File: src/rtl/alm_pkg.sv
package alm_pkg;
    localparam int unsigned DATA_W = 8;
    localparam int unsigned ADDR_W = 2;
    localparam int unsigned N_FLD  = 3;

    localparam logic [ADDR_W-1:0] A_STAT = 2'd3;

    localparam int unsigned SB_IRQ = 7;
    localparam int unsigned SB_PER = 6;
    localparam int unsigned SB_ALM = 5;
    localparam int unsigned SB_UPD = 4;

    typedef struct packed {
        logic per;
        logic alm;
        logic upd;
    } flags_t;
endpackage

File: src/rtl/alm_field_cmp.sv
module alm_field_cmp #(
    parameter int unsigned W = 8
) (
    input  logic [W-1:0] target_i,
    input  logic [W-1:0] cur_i,
    output logic         hit_o
);
    logic any_w;

    always_comb begin
        any_w = &target_i[W-1:W-2];
        hit_o = any_w | (target_i == cur_i);
    end
endmodule

File: src/rtl/alm_regfile.sv
module alm_regfile #(
    parameter int unsigned W  = 8,
    parameter int unsigned N  = 3,
    parameter int unsigned AW = 2
) (
    input  logic                clk_i,
    input  logic                rst_ni,
    input  logic                wr_en_i,
    input  logic [AW-1:0]       addr_i,
    input  logic [W-1:0]        wdata_i,
    output logic [N-1:0][W-1:0] alarm_o
);
    typedef struct packed {
        logic [N-1:0][W-1:0] slot;
    } rf_t;

    rf_t rf_d, rf_q;

    always_comb begin
        rf_d = rf_q;
        for (int i = 0; i < N; i++) begin
            if (wr_en_i && (int'(addr_i) == i)) begin
                rf_d.slot[i] = wdata_i;
            end
        end
    end

    always_ff @(posedge clk_i) begin
        if (!rst_ni) rf_q <= '0;
        else         rf_q <= rf_d;
    end

    assign alarm_o = rf_q.slot;
endmodule

File: src/rtl/alm_irq_unit.sv
module alm_irq_unit
    import alm_pkg::*;
#(
    parameter int unsigned W  = DATA_W,
    parameter int unsigned AW = ADDR_W
) (
    input  logic          clk_i,
    input  logic          rst_ni,
    input  logic [W-1:0]  sec_i,
    input  logic [W-1:0]  min_i,
    input  logic [W-1:0]  hr_i,
    input  logic          upd_done_i,
    input  logic          per_tick_i,
    input  logic [2:0]    int_en_i,
    input  logic          wr_en_i,
    input  logic          rd_en_i,
    input  logic [AW-1:0] addr_i,
    input  logic [W-1:0]  wdata_i,
    output logic [W-1:0]  rdata_o,
    output logic          irq_o
);
    localparam int unsigned NF = N_FLD;

    logic [NF-1:0][W-1:0] alarm_w;
    logic [NF-1:0][W-1:0] cur_w;
    logic [NF-1:0]        hit_w;
    logic                 alm_ev_w;
    logic                 rd_stat_w;
    logic                 irqf_w;
    logic [W-1:0]         stat_w;

    flags_t st_d, st_q;

    alm_regfile #(.W(W), .N(NF), .AW(AW)) u_rf (
        .clk_i   (clk_i),
        .rst_ni  (rst_ni),
        .wr_en_i (wr_en_i),
        .addr_i  (addr_i),
        .wdata_i (wdata_i),
        .alarm_o (alarm_w)
    );

    assign cur_w = {hr_i, min_i, sec_i};

    for (genvar g = 0; g < NF; g++) begin : g_cmp
        alm_field_cmp #(.W(W)) u_cmp (
            .target_i (alarm_w[g]),
            .cur_i    (cur_w[g]),
            .hit_o    (hit_w[g])
        );
    end

    always_comb begin
        alm_ev_w  = upd_done_i & (&hit_w);
        rd_stat_w = rd_en_i & (addr_i == A_STAT);

        st_d = st_q;
        if (rd_stat_w)  st_d = '0;
        if (per_tick_i) st_d.per = 1'b1;
        if (upd_done_i) st_d.upd = 1'b1;
        if (alm_ev_w)   st_d.alm = 1'b1;

        irqf_w = (st_q.per & int_en_i[2]) |
                 (st_q.alm & int_en_i[1]) |
                 (st_q.upd & int_en_i[0]);

        stat_w         = '0;
        stat_w[SB_IRQ] = irqf_w;
        stat_w[SB_PER] = st_q.per;
        stat_w[SB_ALM] = st_q.alm;
        stat_w[SB_UPD] = st_q.upd;

        if (addr_i == A_STAT) rdata_o = stat_w;
        else if (int'(addr_i) < NF) rdata_o = alarm_w[addr_i];
        else rdata_o = '0;
    end

    always_ff @(posedge clk_i) begin
        if (!rst_ni) st_q <= '0;
        else         st_q <= st_d;
    end

    assign irq_o = irqf_w;
endmodule

File: config.mk
export PLATFORM = sky130hd
export DESIGN_NAME = alm_irq_unit
export DESIGN_NICKNAME = d
export VERILOG_FILES = /design/src/rtl/alm_pkg.sv /design/src/rtl/alm_field_cmp.sv /design/src/rtl/alm_regfile.sv /design/src/rtl/alm_irq_unit.sv
export SDC_FILE = /design/constraint.sdc
export NUM_CORES = 1
export LEC_CHECK = 0
export BUFFER_PORTS_ARGS = -buffer_cell sky130_fd_sc_hd__buf_2
export CAP_MARGIN = 20
export CORE_ASPECT_RATIO = 0.75
export CORE_UTILIZATION = 45
export CTS_CLUSTER_SIZE = 16
export DETAILED_ROUTE_END_ITERATION = 8
export PLACE_DENSITY = 0.76
export SYNTH_ARGS = -nofsm -noshare
export SYNTH_HDL_FRONTEND = slang
export SYNTH_SLANG_ARGS = --single-unit
File: constraint.sdc
create_clock -name clk_i -period 1.7 [get_ports clk_i]
set_input_delay 0.51 -clock clk_i [delete_from_list [all_inputs] [get_ports clk_i]]
set_output_delay 0.51 -clock clk_i [all_outputs]
set_load 0.01 [all_outputs]
==> flow_summary.yaml <==
synth:
  synth_top_area_frac: 0.3585
  yosysUniqueCellTypes: 19
  ys_ff_latch: 27
  syn_inst: 156
  avgSynthCellArea_um2: 9.665
  synthArstFlopShare: 0
  syn_nets: 199
  yosys.area.top_type: "dfxtp_1"
  yosys-top-cells-area: "dfxtp_1 (36%), xor2_1 (14%), mux2i_1 (13%)"
  ys.flop_type: "dfxtp_1"
  synthesis.area_um2: 1508
  yosysMostFrequentCell: "dfxtp_1"
  yosys_warnings: 0
  ys_seq_area_frac: 0.3585
  synth_common_cells: "dfxtp_1 (27), xor2_1 (24), mux2i_1 (20)"
  synth-edff-count: 0
sta:
  worst_slew_pin_slew_ns: 0.3439
  fmax_ghz: 0.5034
  setup_slack_ns: -0.2865
  rsz0062_at_grt: "true"
  timing.final.hold_violations: 0
  setup_viol: 7
  min_period_ns: 1.986
  skew_ns: 0.002292
  relSlewSlack: 0.7686
  whs_ns: 0.4760
  slew_viol_final: 0
  min_period_over_period: 1.169
worst_setup_path:
  critPathKind: "in -> out"
  cp-start-kind: "input port"
  cp-end-kind: "output pin"
  critPathMaxFanout: 2
  rr_worst_depth: 4
  rrSetupSlack_ns: 0.28
  required_ns: 1.19
  worstPathArrival_ns: 1.48
placed_design:
  gp_congestion: 0.7961
  io_buffers: 51
  hpwl_um: 3059
  place_inst: 250
die:
  dieArea_um2: 3588
  row_count: 17
  start_util: 0.4922
  die_width_um: 68.84
  io_pins: 52
  die_h_um: 52.13
  core_um2: 3063
layout:
  nets: 262
  diodes: 0
  drive_above_1_share: 0.4037
  layout.cells.non_filler: 256
  seq_area_um2: 548.0
  multiInputGateArea_um2: 942.2
  fillers: 267
  area_growth_pct: 33.20
routing:
  ant_nets: 0
  num_vias: 1352
  finalWirelength_um: 3918
  drt_first_iter_violations: 73
  wl_per_cell_um: 15.30
  first_pass_iters: 4
  drc: 0
  routed_via_density: 5.281
pwr:
  pwr-share-clk: 0.274
  total_leakage_power_nw: 0.9374
  comb_power_share: 0.205
  cellPowerDensity_nw_per_um2: 650.7
  switching_share: 0.2567
  p_seq_frac: 0.521
  vdd_drop_max_uv: 459.6
  p_int_mw: 0.9712
  power_switching_mw: 0.3355
cts:
  root_buffer: "clkbuf_8"
  cts_hold_buf: 0
  cts_tree: "built"
  clock-sinks: 27
  clkTransAtPathRegs_ns: 0.09
  htreeDepth: 1
  clock_latency_ns: 0.27
  clockBufferDepth: 2
  cts_buffers: 3
flow_run:
  drv_cap: 0
global_routing:
  grt_pass1_wl_um: 6023
  grt_max_degree: 18
  antenna_found_initial: 0
  grt.overflow.total: 0
  grt_pass1_vias: 1343
  globalRouteTotalUtil: 0.2317
outcome:
  status: "complete, but fails checks"
  violations: "setup timing"
worst_hold_path:
  hold_class: "in -> reg"
  whs_path_depth: 3
[layer usage]
layer	vias up	track usage	share of wire
met4	0	0.04762	0.0043
met2	50	0.3922	0.48
met5	-	0	0
met1	634	0.3078	0.45
li1	666	-	-
met3	2	0.03947	0.066
[power by group through the flow]
stage          Clock, mW  Combinational (mW)  Sequential (mW)
2_1_floorplan          0               0.134            0.686
3_3_place_gp           0               0.236            0.692
3_5_place_dp           0               0.245            0.693
4_1_cts            0.368               0.266            0.679
5_1_grt            0.399               0.289            0.683
6_report           0.358               0.268            0.680
[cells by family (layout without fill, tap and decap cells)]
logic type / count (synthesis) / after routing / synth area share
xor gates and xnor gates: 24 / 24 / 0.1394
buffers and inverters: 9 / 71 / 0.02655
and+or+nand+nor: 53 / 53 / 0.1876
AOI/OAI and AO/OA: 19 / 19 / 0.09046
muxes: 24 / 24 / 0.1975
DFF: 27 / 27 / 0.3585
[worst max-delay path: stages]
cell and delay (ns):
buf_6 0.09, a22oi_2 0.18, nand2_2 0.08, mux4_2 0.48
buf_6 0.14
[path summary, 6_finish.rpt]
path	from	to
min reg2reg	u_rf.alarm_o[10]	u_rf.alarm_o[10]
max reg2reg	u_rf.alarm_o[15]	st_q[1]
max	int_en_i[2]	rdata_o[7]
min	per_tick_i	st_q[2]
[cells in the final DEF (no fill, tap or decap)]
| master | instances |
|---|---|
| buf_6 | 6 |
| o21ai_2 | 2 |
| nand2_1 | 13 |
| o21ai_1 | 2 |
| a21boi_0 | 8 |
| a21oi_1 | 2 |
| buf_2 | 45 |
| nand2_2 | 3 |
| nor4_1 | 6 |
| xor2_1 | 24 |
| nand3b_1 | 1 |
| dfxtp_2 | 6 |
| mux4_2 | 4 |
| buf_4 | 15 |
| nor3b_1 | 1 |
| clkbuf_8 | 3 |
| clkbuf_1 | 1 |
| o41ai_2 | 1 |
| buf_12 | 1 |
| and2b_4 | 1 |
| nand3_1 | 10 |
| dfxtp_1 | 21 |
| mux2i_1 | 20 |
| nor2b_1 | 18 |
| a22oi_2 | 1 |
| a22oi_1 | 3 |
[repair_timing]
| item | 4_1_cts | 5_1_grt |
|---|---|---|
| setup buffers | 3 | 0 |
| endpoints found under the hold margin | 0 | 0 |
| setup endpoints to repair | 8 | 8 |
| resized for setup | 14 | 8 |
| pin swaps | 6 | 1 |
[layout make-up]
type / count / share of cell area
clock buffer: 4 / 0.02243
multi-input combinational: 120 / 0.4692
sequential: 27 / 0.2729
tap: 38 / 0.02368
timing repair buffer: 67 / 0.2118
[per-stage QoR]
stage / instance area [µm²] / setup WS, ns / utilization / setup TNS, ns / total power [mW]
after floorplan: 1523 / -0.05896 / - / -0.05896 / 0.8202
after global placement: 1879 / -0.2301 / 0.6136 / -1.435 / 0.9275
after detailed placement: 1879 / -0.2840 / 0.6136 / -2.460 / 0.9378
after CTS: 1993 / -0.2975 / 0.6507 / -0.5862 / 1.313
after global routing: 2008 / -0.3382 / 0.6556 / -0.8598 / 1.371
final: 2008 / -0.2865 / 0.6556 / -0.6203 / 1.307
[sequential cells by signal, indices dropped and copies added, names as in the netlist]
register      flops
st_q              3
u_rf.alarm_o     24
(Power assumes the default switching activity.)
